### config.mk
export PLATFORM = sky130hd
export DESIGN_NAME = bht_predictor
export DESIGN_NICKNAME = d
export VERILOG_FILES = /design/src/rtl/bht_pkg.sv /design/src/rtl/bht_pc_split.sv /design/src/rtl/bht_hist_ops.sv /design/src/rtl/bht_table.sv /design/src/rtl/bht_predictor.sv
export SDC_FILE = /design/constraint.sdc
export NUM_CORES = 1
export LEC_CHECK = 0
export BUFFER_PORTS_ARGS = -buffer_cell sky130_fd_sc_hd__buf_2
export CAP_MARGIN = 5
export CORE_MARGIN = 1.5
export CORE_UTILIZATION = 28
export DETAILED_ROUTE_END_ITERATION = 12
export GPL_TIMING_DRIVEN = 0
export SYNTH_ARGS = -nofsm -noshare
export SYNTH_HDL_FRONTEND = slang
export SYNTH_SLANG_ARGS = --single-unit
### constraint.sdc
create_clock -name clk_i -period 11.4 [get_ports clk_i]
set_clock_uncertainty 0.05 [all_clocks]
set_input_delay 2.28 -clock clk_i [delete_from_list [all_inputs] [get_ports clk_i]]
set_output_delay 2.28 -clock clk_i [all_outputs]
set_load 0.02 [all_outputs]
### src/rtl/bht_pkg.sv
`timescale 1ns/1ps
package bht_pkg;
  typedef enum logic {
    HIST_ONE = 1'b0,
    HIST_TWO = 1'b1
  } hist_mode_e;

  function automatic int unsigned hist_width(hist_mode_e m);
    return (m == HIST_TWO) ? 2 : 1;
  endfunction
endpackage

### src/rtl/bht_pc_split.sv
`timescale 1ns/1ps
// Splits a PC into table index and tag; low OFS_W bits are alignment only.
module bht_pc_split #(
  parameter int unsigned PC_W  = 32,
  parameter int unsigned OFS_W = 2,
  parameter int unsigned IDX_W = 4,
  localparam int unsigned TAG_W = PC_W - OFS_W - IDX_W
) (
  input  logic [PC_W-1:0]  pc_i,
  output logic [IDX_W-1:0] idx_o,
  output logic [TAG_W-1:0] tag_o
);
  logic unused_ofs;
  assign unused_ofs = ^pc_i[OFS_W-1:0];
  assign idx_o = pc_i[OFS_W +: IDX_W];
  assign tag_o = pc_i[PC_W-1 -: TAG_W];
endmodule

### src/rtl/bht_hist_ops.sv
`timescale 1ns/1ps
// History next-state and direction decode, variant picked by HIST_MODE.
module bht_hist_ops
  import bht_pkg::*;
#(
  parameter hist_mode_e HIST_MODE = HIST_TWO,
  localparam int unsigned HIST_W = hist_width(HIST_MODE)
) (
  input  logic [HIST_W-1:0] cur_hist_i,
  input  logic              cur_hit_i,
  input  logic              taken_i,
  output logic [HIST_W-1:0] next_hist_o,
  input  logic [HIST_W-1:0] rd_hist_i,
  output logic              pred_o
);
  generate
    if (HIST_MODE == HIST_TWO) begin : g_two
      always_comb begin
        if (!cur_hit_i)
          next_hist_o = 2'b10;                      // weakly taken on allocate
        else if (taken_i)
          next_hist_o = (cur_hist_i == 2'b11) ? 2'b11 : cur_hist_i + 2'b01;
        else
          next_hist_o = (cur_hist_i == 2'b00) ? 2'b00 : cur_hist_i - 2'b01;
      end
      assign pred_o = rd_hist_i[1];
    end else begin : g_one
      logic unused_hist;
      assign unused_hist = cur_hist_i[0] ^ cur_hit_i;
      assign next_hist_o = taken_i;
      assign pred_o      = rd_hist_i[0];
    end
  endgenerate
endmodule

### src/rtl/bht_table.sv
`timescale 1ns/1ps
// Entry storage: one write port, two combinational read ports.
module bht_table #(
  parameter int unsigned PC_W   = 32,
  parameter int unsigned IDX_W  = 4,
  parameter int unsigned TAG_W  = 26,
  parameter int unsigned HIST_W = 2,
  localparam int unsigned DEPTH = 1 << IDX_W
) (
  input  logic              clk_i,
  input  logic              rst_ni,
  input  logic [IDX_W-1:0]  ra_idx_i,
  output logic              ra_valid_o,
  output logic [TAG_W-1:0]  ra_tag_o,
  output logic [HIST_W-1:0] ra_hist_o,
  output logic [PC_W-1:0]   ra_tgt_o,
  input  logic [IDX_W-1:0]  rb_idx_i,
  output logic              rb_valid_o,
  output logic [TAG_W-1:0]  rb_tag_o,
  output logic [HIST_W-1:0] rb_hist_o,
  input  logic              wr_en_i,
  input  logic [IDX_W-1:0]  wr_idx_i,
  input  logic [TAG_W-1:0]  wr_tag_i,
  input  logic [HIST_W-1:0] wr_hist_i,
  input  logic              wr_tgt_en_i,
  input  logic [PC_W-1:0]   wr_tgt_i
);
  logic [DEPTH-1:0]  valid_a;
  logic [TAG_W-1:0]  tag_a  [DEPTH];
  logic [HIST_W-1:0] hist_a [DEPTH];
  logic [PC_W-1:0]   tgt_a  [DEPTH];

  for (genvar g = 0; g < DEPTH; g++) begin : g_ent
    logic              valid_q;
    logic [TAG_W-1:0]  tag_q;
    logic [HIST_W-1:0] hist_q;
    logic [PC_W-1:0]   tgt_q;
    logic              sel;
    assign sel = wr_en_i && (wr_idx_i == IDX_W'(g));

    always_ff @(posedge clk_i or negedge rst_ni) begin
      if (!rst_ni) begin
        valid_q <= 1'b0;
        tag_q   <= '0;
        hist_q  <= '0;
        tgt_q   <= '0;
      end else if (sel) begin
        valid_q <= 1'b1;
        tag_q   <= wr_tag_i;
        hist_q  <= wr_hist_i;
        if (wr_tgt_en_i) tgt_q <= wr_tgt_i;
      end
    end

    assign valid_a[g] = valid_q;
    assign tag_a[g]   = tag_q;
    assign hist_a[g]  = hist_q;
    assign tgt_a[g]   = tgt_q;
  end

  assign ra_valid_o = valid_a[ra_idx_i];
  assign ra_tag_o   = tag_a[ra_idx_i];
  assign ra_hist_o  = hist_a[ra_idx_i];
  assign ra_tgt_o   = tgt_a[ra_idx_i];
  assign rb_valid_o = valid_a[rb_idx_i];
  assign rb_tag_o   = tag_a[rb_idx_i];
  assign rb_hist_o  = hist_a[rb_idx_i];
endmodule

### src/rtl/bht_predictor.sv
`timescale 1ns/1ps
module bht_predictor
  import bht_pkg::*;
#(
  parameter int unsigned PC_W      = 32,
  parameter int unsigned OFS_W     = 2,
  parameter int unsigned IDX_W     = 4,
  parameter hist_mode_e  HIST_MODE = HIST_TWO
) (
  input  logic            clk_i,
  input  logic            rst_ni,
  input  logic [PC_W-1:0] lk_pc_i,
  output logic            lk_hit_o,
  output logic            lk_taken_o,
  output logic [PC_W-1:0] lk_target_o,
  input  logic            upd_valid_i,
  input  logic [PC_W-1:0] upd_pc_i,
  input  logic            upd_taken_i,
  input  logic [PC_W-1:0] upd_target_i
);
  localparam int unsigned TAG_W  = PC_W - OFS_W - IDX_W;
  localparam int unsigned HIST_W = hist_width(HIST_MODE);

  logic [IDX_W-1:0]  lk_idx, up_idx;
  logic [TAG_W-1:0]  lk_tag, up_tag;
  logic              ra_valid, rb_valid;
  logic [TAG_W-1:0]  ra_tag, rb_tag;
  logic [HIST_W-1:0] ra_hist, rb_hist, wr_hist;
  logic [PC_W-1:0]   ra_tgt;
  logic              lk_hit, up_hit, pred, wr_en;

  bht_pc_split #(.PC_W(PC_W), .OFS_W(OFS_W), .IDX_W(IDX_W)) u_lk_split (
    .pc_i(lk_pc_i), .idx_o(lk_idx), .tag_o(lk_tag)
  );
  bht_pc_split #(.PC_W(PC_W), .OFS_W(OFS_W), .IDX_W(IDX_W)) u_up_split (
    .pc_i(upd_pc_i), .idx_o(up_idx), .tag_o(up_tag)
  );

  assign lk_hit = ra_valid && (ra_tag == lk_tag);
  assign up_hit = rb_valid && (rb_tag == up_tag);
  // allocate only on a taken outcome; hits always update
  assign wr_en  = upd_valid_i && (up_hit || upd_taken_i);

  bht_hist_ops #(.HIST_MODE(HIST_MODE)) u_hist (
    .cur_hist_i (rb_hist),
    .cur_hit_i  (up_hit),
    .taken_i    (upd_taken_i),
    .next_hist_o(wr_hist),
    .rd_hist_i  (ra_hist),
    .pred_o     (pred)
  );

  bht_table #(.PC_W(PC_W), .IDX_W(IDX_W), .TAG_W(TAG_W), .HIST_W(HIST_W)) u_table (
    .clk_i      (clk_i),
    .rst_ni     (rst_ni),
    .ra_idx_i   (lk_idx),
    .ra_valid_o (ra_valid),
    .ra_tag_o   (ra_tag),
    .ra_hist_o  (ra_hist),
    .ra_tgt_o   (ra_tgt),
    .rb_idx_i   (up_idx),
    .rb_valid_o (rb_valid),
    .rb_tag_o   (rb_tag),
    .rb_hist_o  (rb_hist),
    .wr_en_i    (wr_en),
    .wr_idx_i   (up_idx),
    .wr_tag_i   (up_tag),
    .wr_hist_i  (wr_hist),
    .wr_tgt_en_i(upd_taken_i),
    .wr_tgt_i   (upd_target_i)
  );

  assign lk_hit_o    = lk_hit;
  assign lk_taken_o  = lk_hit && pred;
  assign lk_target_o = lk_hit ? ra_tgt : '0;
endmodule

==> results of run 1 <==
## stage by stage
step | instances | utilization | power, mW | instance area [µm²]
after floorplan | 3031 | - | 5.798 | 48450
after global placement | 5447 | 0.3020 | 6.346 | 51870
final | 5664 | 0.3262 | 10.08 | 56020
after global routing | 5662 | 0.3262 | 10.48 | 56020
after CTS | 5654 | 0.3259 | 10.14 | 55960
after detailed placement | 5461 | 0.3040 | 6.416 | 52220
## routing by layer
metal / global-route usage / part of all wire
met5: 0 / 0.00059
met4: 0.08031 / 0.049
met2: 0.2790 / 0.46
met1: 0.2391 / 0.42
met3: 0.03527 / 0.065
## area by class of cell
class                           instances  area, µm²  area share
Buffer                                280       1374     0.02452
Inverter                               10      37.54   0.0006700
Clock buffer                          139       2957     0.05278
Tap cell                             2310       2890     0.05159
Clock inverter                         54      788.3     0.01407
Multi-Input combinational cell       1765      22630      0.4039
Sequential cell                       976      24420      0.4360
Antenna cell                            7      17.52   0.0003127
Timing Repair Buffer                  123      905.9     0.01617
## kinds of logic (layout without fill, tap and decap cells)
family	after synthesis	in the layout
mux	1401	1401
fa+ha+maj	1	1
xor+xnor	63	63
compound gates	122	122
other cells	0	7
simple gates	178	178
buf+inv	290	606
flops	976	976
## cell usage in the layout (no fill, tap or decap), types with 16 or more instances in the layout
cell,synthesis,routed
and3_1,35,35
nor2_1,21,21
clkbuf_16,0,106
o22a_1,16,16
nand2_1,35,35
xnor2_1,51,51
a22oi_1,18,18
o21ai_0,40,40
mux4_2,386,386
buf_2,26,134
clkbuf_1,168,183
mux2i_1,68,68
dfrtp_1,976,976
or2_2,17,17
buf_1,43,40
clkinv_2,0,22
clkbuf_8,0,18
mux2_2,710,710
mux2_1,237,237
buf_6,30,32
## critical path, stage by stage
cell and delay, ps:
clkbuf_1 200, clkbuf_1 770, clkbuf_1 1000, mux4_2 720, xnor2_1 360, nand4_1 540, nor4_2 490, buf_6 210
clkbuf_1 500, and3_1 400, buf_2 220
## flip-flops by register name, summed over array words and instances, names as in the netlist
register and cells:
u_table.g_ent.tag_q 416, u_table.g_ent.hist_q 32, u_table.g_ent.valid_q 16, u_table.g_ent.tgt_q 512
## where the power goes
group          total, mW  internal (mW)  switching (mW)  leakage [nW]
registers           4.54           4.13           0.408          12.5
logic               1.83           1.08           0.749          9.71
clock network       3.71           2.16            1.55          1.83
## worst paths after layout
kind | start | endpoint | slack (ps) | cells past startpoint
worst max register to register | u_table.g_ent[7].tag_q[15]$_DFFE_PN0P_ | u_table.g_ent[1].tag_q[22]$_DFFE_PN0P_ | 6690 | 10
min in group asynchronous | rst_ni | u_table.g_ent[0].tag_q[1]$_DFFE_PN0P_ | 1500 | 1
worst min-delay path | u_table.g_ent[6].valid_q$_DFFE_PN0P_ | u_table.g_ent[6].valid_q$_DFFE_PN0P_ | 440 | 1
worst max-delay path | lk_pc_i[3] | lk_target_o[4] | 1340 | 11
max in group asynchronous | rst_ni | u_table.g_ent[0].tgt_q[19]$_DFFE_PN0P_ | 6700 | 6
worst min register to register | u_table.g_ent[6].valid_q$_DFFE_PN0P_ | u_table.g_ent[6].valid_q$_DFFE_PN0P_ | 440 | 1
==> flow_metrics.env, run 1 <==
export IMPL_numPortBuffers=106
export IMPL_synth_xor_xnor_area_share=0.01139
export IMPL_maxCapViolCount=0
export IMPL_overflow=0
export IMPL_crit_type="primary input to output pin"
export IMPL_ys_seq_elements=976
export IMPL_ir_drop_uv=153.2
export IMPL_root_buffer="clkbuf_16"
export IMPL_ctsHoldBuffers=0
export IMPL_synth_edff_count=0
export IMPL_power_density_nw_per_um2=179.9
export IMPL_tritoncts="built"
export IMPL_yosysMostFrequentCell="dfrtp_1"
export IMPL_synthMuxAreaShare=0.4136
export IMPL_yosysTopAreaCellShare=0.5041
export IMPL_drt_iter0_drc=2527
export IMPL_hold_viol_final=0
export IMPL_status="finished clean"
export IMPL_finalCritPeriodShare=0.8827
export IMPL_vias_per_cell=5.242
export IMPL_wl_per_cell_um=27.61
export IMPL_synth_fa_ha_area_frac=0.0002066
export IMPL_fillers=16620
export IMPL_dieArea_um2=175500
export IMPL_clockBufferDepth=3
export IMPL_relSlewSlack=0.03105
export IMPL_synthCells=3031
export IMPL_synth_top_family_by_area="multiplexers"
export IMPL_synth_simple_area_share=0.02428
export IMPL_grt_use_total=0.1785
export IMPL_die_y_um=419.0
export IMPL_timing_setup_tns_ps=0
export IMPL_syn_num_nets=3131
export IMPL_post_synth_top_area_cell="dfrtp_1"
export IMPL_holdCritPathClass="flop to flop"
export IMPL_arrival_ps=7730
export IMPL_async_flop_share=1.000
export IMPL_dpl_worst_slack_ps=770.5
export IMPL_synthesis_area_um2=48450
export IMPL_synth_common_cells="976 x dfrtp_1, 710 x mux2_2, 386 x mux4_2"
export IMPL_grt_pass1_vias=30890
export IMPL_period_minus_slack_ps=10060
export IMPL_row_count=152
export IMPL_grt_pass1_wl_um=226700
export IMPL_grt_start_max_net_pins=125
export IMPL_fin_ws_ps=1337
export IMPL_fmax_mhz=99.38
export IMPL_synth_cell_types=55
export IMPL_insertion_delay_ps=760
export IMPL_gp_congestion=0.8675
export IMPL_tightest_slew_ps=1453
export IMPL_ys_warn_count=0
export IMPL_vias=29690
export IMPL_power_leakage_nw=24.00
export IMPL_dp_hpwl_um=103100
export IMPL_cts_resized=0
export IMPL_cts_setup_buffers=0
export IMPL_crit_path_end_kind="output pin"
export IMPL_nNetsFinal=3361
export IMPL_slew_viol_final=0
export IMPL_synth_ff_type="dfrtp_1"
export IMPL_start_kind="primary input"
export IMPL_path_clk_slew_ps=60
export IMPL_area_delta_synth_final_pct=15.63
export IMPL_drc=0
export IMPL_pin_count=134
export IMPL_rsz0062_at_grt="false"
export IMPL_die_w_um=419.0
export IMPL_antenna_found_initial=27
export IMPL_initial_core_util=0.2821
export IMPL_path_max_fanout=10
export IMPL_dr_pass1_iters=5
export IMPL_required_ps=9070
export IMPL_ant_nets=0
export IMPL_synth_area_leaders="dfrtp_1 50%, mux4_2 18%, mux2_2 17%, mux2_1 5.5%, mux2i_1 1.4%"
export IMPL_drive_above_1_share=0.4506
export IMPL_cts_buffers=105
export IMPL_core_area_um2=171700
export IMPL_finalSetupViolCount=0
export IMPL_clock_sinks=976
export IMPL_synth_compound_area_frac=0.01738
export IMPL_syn_area_per_cell_um2=15.98
export IMPL_ys_seq_area_frac=0.5041
export IMPL_drt_total_wl_um=156400
export IMPL_htree_levels=3
export IMPL_holdWs_ps=440.9
Note: power is estimated with default switching activity, not from simulation.
==> inputs of run 2 (changes only) <==
--- a/config.mk
+++ b/config.mk
@@ -11,6 +11,7 @@
 export CORE_UTILIZATION = 28
 export DETAILED_ROUTE_END_ITERATION = 12
 export GPL_TIMING_DRIVEN = 0
+export MAX_ROUTING_LAYER = met4
 export SYNTH_ARGS = -nofsm -noshare
 export SYNTH_HDL_FRONTEND = slang
 export SYNTH_SLANG_ARGS = --single-unit
==> constraint.sdc (replaced) <==
create_clock -name clk_i -period 12.5 [get_ports clk_i]
set_clock_uncertainty 0.05 [all_clocks]
set_input_delay 0.625 -clock clk_i [delete_from_list [all_inputs] [get_ports clk_i]]
set_output_delay 0.625 -clock clk_i [all_outputs]
set_load 0.02 [all_outputs]
==> flow_metrics.env, run 2 (same netlist as run 1, synthesis figures left out) <==
export IMPL_status="finished clean"
export IMPL_clock_sinks=976
export IMPL_cts_resized=0
export IMPL_clockBufferDepth=3
export IMPL_power_leakage_nw=24.00
export IMPL_crit_start="lk_pc_i[3]"
export IMPL_grt_pass1_wl_um=227000
export IMPL_crit_type="primary input to output pin"
export IMPL_path_clk_slew_ps=70
export IMPL_drt_iter0_drc=2653
export IMPL_initial_core_util=0.2821
export IMPL_r2r_start="u_table.g_ent[7].tag_q[15]$_DFFE_PN0P_"
export IMPL_ctsHoldBuffers=1
export IMPL_drc=0
export IMPL_row_count=152
export IMPL_rsz0062_at_grt="false"
export IMPL_root_buffer="clkbuf_16"
export IMPL_dieArea_um2=175500
export IMPL_power_density_nw_per_um2=164.0
export IMPL_finalSetupViolCount=0
export IMPL_cp_slowest_cell="clkbuf_1"
export IMPL_numPortBuffers=106
export IMPL_vias=29690
export IMPL_tritoncts="built"
export IMPL_ant_nets=0
export IMPL_antenna_found_initial=27
export IMPL_endpoint="lk_target_o[6]"
export IMPL_dp_hpwl_um=103100
export IMPL_start_kind="primary input"
export IMPL_overflow=0
export IMPL_final_core_util=0.3264
export IMPL_final_common_cell="dfrtp_1"
export IMPL_cts_setup_buffers=0
export IMPL_slew_viol_final=0
export IMPL_drt_total_wl_um=156200
export IMPL_pin_count=134
export IMPL_crit_top_cell="clkbuf_1"
export IMPL_fin_ws_ps=5718
export IMPL_die_y_um=419.0
export IMPL_placed_cells=5461
export IMPL_required_ps=11820
export IMPL_top_regs="u_table.g_ent.tgt_q x512, u_table.g_ent.tag_q x416, u_table.g_ent.hist_q x32"
export IMPL_slowest_delay_ps=1000
export IMPL_holdCritPathClass="primary input to flop"
export IMPL_grt_pass1_vias=30850
export IMPL_ir_drop_uv=142.1
export IMPL_timing_setup_tns_ps=0
export IMPL_core_area_um2=171700
export IMPL_cts_buffers=105
export IMPL_nNetsFinal=3362
export IMPL_relSlewSlack=0.02471
export IMPL_holdWs_ps=135.1
export IMPL_dpl_worst_slack_ps=5181
export IMPL_final_cell_mix="976 x dfrtp_1, 710 x mux2_2, 386 x mux4_2, 237 x mux2_1, 183 x clkbuf_1"
export IMPL_wl_per_cell_um=27.54
export IMPL_path_max_fanout=10
export IMPL_vias_per_cell=5.234
export IMPL_period_minus_slack_ps=6782
export IMPL_area_delta_synth_final_pct=15.69
export IMPL_htree_levels=3
export IMPL_grt_start_max_net_pins=125
export IMPL_finalNonFillerCells=5673
export IMPL_rr_endpoint="u_table.g_ent[1].tag_q[22]$_DFFE_PN0P_"
export IMPL_drive_above_1_share=0.4504
export IMPL_gp_congestion=0.8817
export IMPL_die_w_um=419.0
export IMPL_fillers=16610
export IMPL_maxCapViolCount=0
export IMPL_crit_path_end_kind="output pin"
export IMPL_cp_cell_sequence="clkbuf_1, clkbuf_1, clkbuf_1, mux4_2, xnor2_1, nand4_1, nor4_2, buf_6, clkbuf_1, and3_1, buf_2"
export IMPL_arrival_ps=6110
export IMPL_grt_use_total=0.1839
export IMPL_largest_register="u_table.g_ent.tgt_q"
export IMPL_insertion_delay_ps=770
export IMPL_reg2reg_depth=10
export IMPL_tightest_slew_ps=1463
export IMPL_dr_pass1_iters=5
export IMPL_fmax_mhz=147.4
export IMPL_hold_viol_final=0
export IMPL_reg2reg_slack_ps=7790
export IMPL_finalCritPeriodShare=0.5426
export IMPL_largest_reg_flops=512
==> run 2: changes by cell type in the layout (fill, tap and decap cells not counted) <==
cell,delta
dlygate4sd3_1,+1
diode_2,+8
==> run 2: final cells by class <==
| type | instances | area, µm² | share of cell area |
|---|---|---|---|
| tap | 2310 | 2890 | 0.05156 |
| sequential | 976 | 24420 | 0.4357 |
| antenna | 15 | 37.54 | 0.0006697 |
| clock buffer | 139 | 2957 | 0.05275 |
| timing repair buffer | 124 | 915.9 | 0.01634 |
| clock inverter | 54 | 788.3 | 0.01406 |
| buffer | 280 | 1374 | 0.02451 |
| multi-input combinational | 1765 | 22630 | 0.4037 |
| inverter | 10 | 37.54 | 0.0006697 |
==> run 2: report_power, final <==
part | total (mW) | switching (mW) | internal [mW]
clock | 3.39 | 1.42 | 1.97
combinational | 1.67 | 0.681 | 0.985
sequential | 4.14 | 0.373 | 3.77
total | 9.20 | 2.47 | 6.72
==> run 2: how the worst min path moves through the flow <==
stage               slack [ps]                                      to                                  from  depth (start not counted)
finish                     140   u_table.g_ent[6].tgt_q[7]$_DFFE_PN0P_                       upd_target_i[7]                          2
global route               120   u_table.g_ent[6].tgt_q[7]$_DFFE_PN0P_                       upd_target_i[7]                          2
CTS                         70   u_table.g_ent[6].tgt_q[7]$_DFFE_PN0P_                       upd_target_i[7]                          2
global placement           420    u_table.g_ent[6].valid_q$_DFFE_PN0P_  u_table.g_ent[6].valid_q$_DFFE_PN0P_                          1
floorplan                  280  u_table.g_ent[0].hist_q[0]$_DFFE_PN0P_                                rst_ni                          0
detailed placement         430    u_table.g_ent[0].valid_q$_DFFE_PN0P_  u_table.g_ent[0].valid_q$_DFFE_PN0P_                          1
==> run 2: worst max-delay path, delay by kind of cell <==
family,cells,cell delay (ps)
mux,1,720
xor+xnor,1,370
buf+inv,6,2910
simple gates,3,1440
==> run 2: per-stage QoR <==
stage	total power [mW]	area, µm²
after global routing	9.560	56050
final	9.195	56050
after global placement	5.788	51870
after detailed placement	5.852	52220
after CTS	9.249	55970
after floorplan	5.287	48450
==> run 2: per-layer routing <==
layer,vias up,global-route usage,part of all wire
li1,12060,-,-
met3,299,0.03224,0.063
met5,-,-,0
met1,16300,0.2396,0.42
met2,1028,0.2810,0.46
met4,0,0.08018,0.048
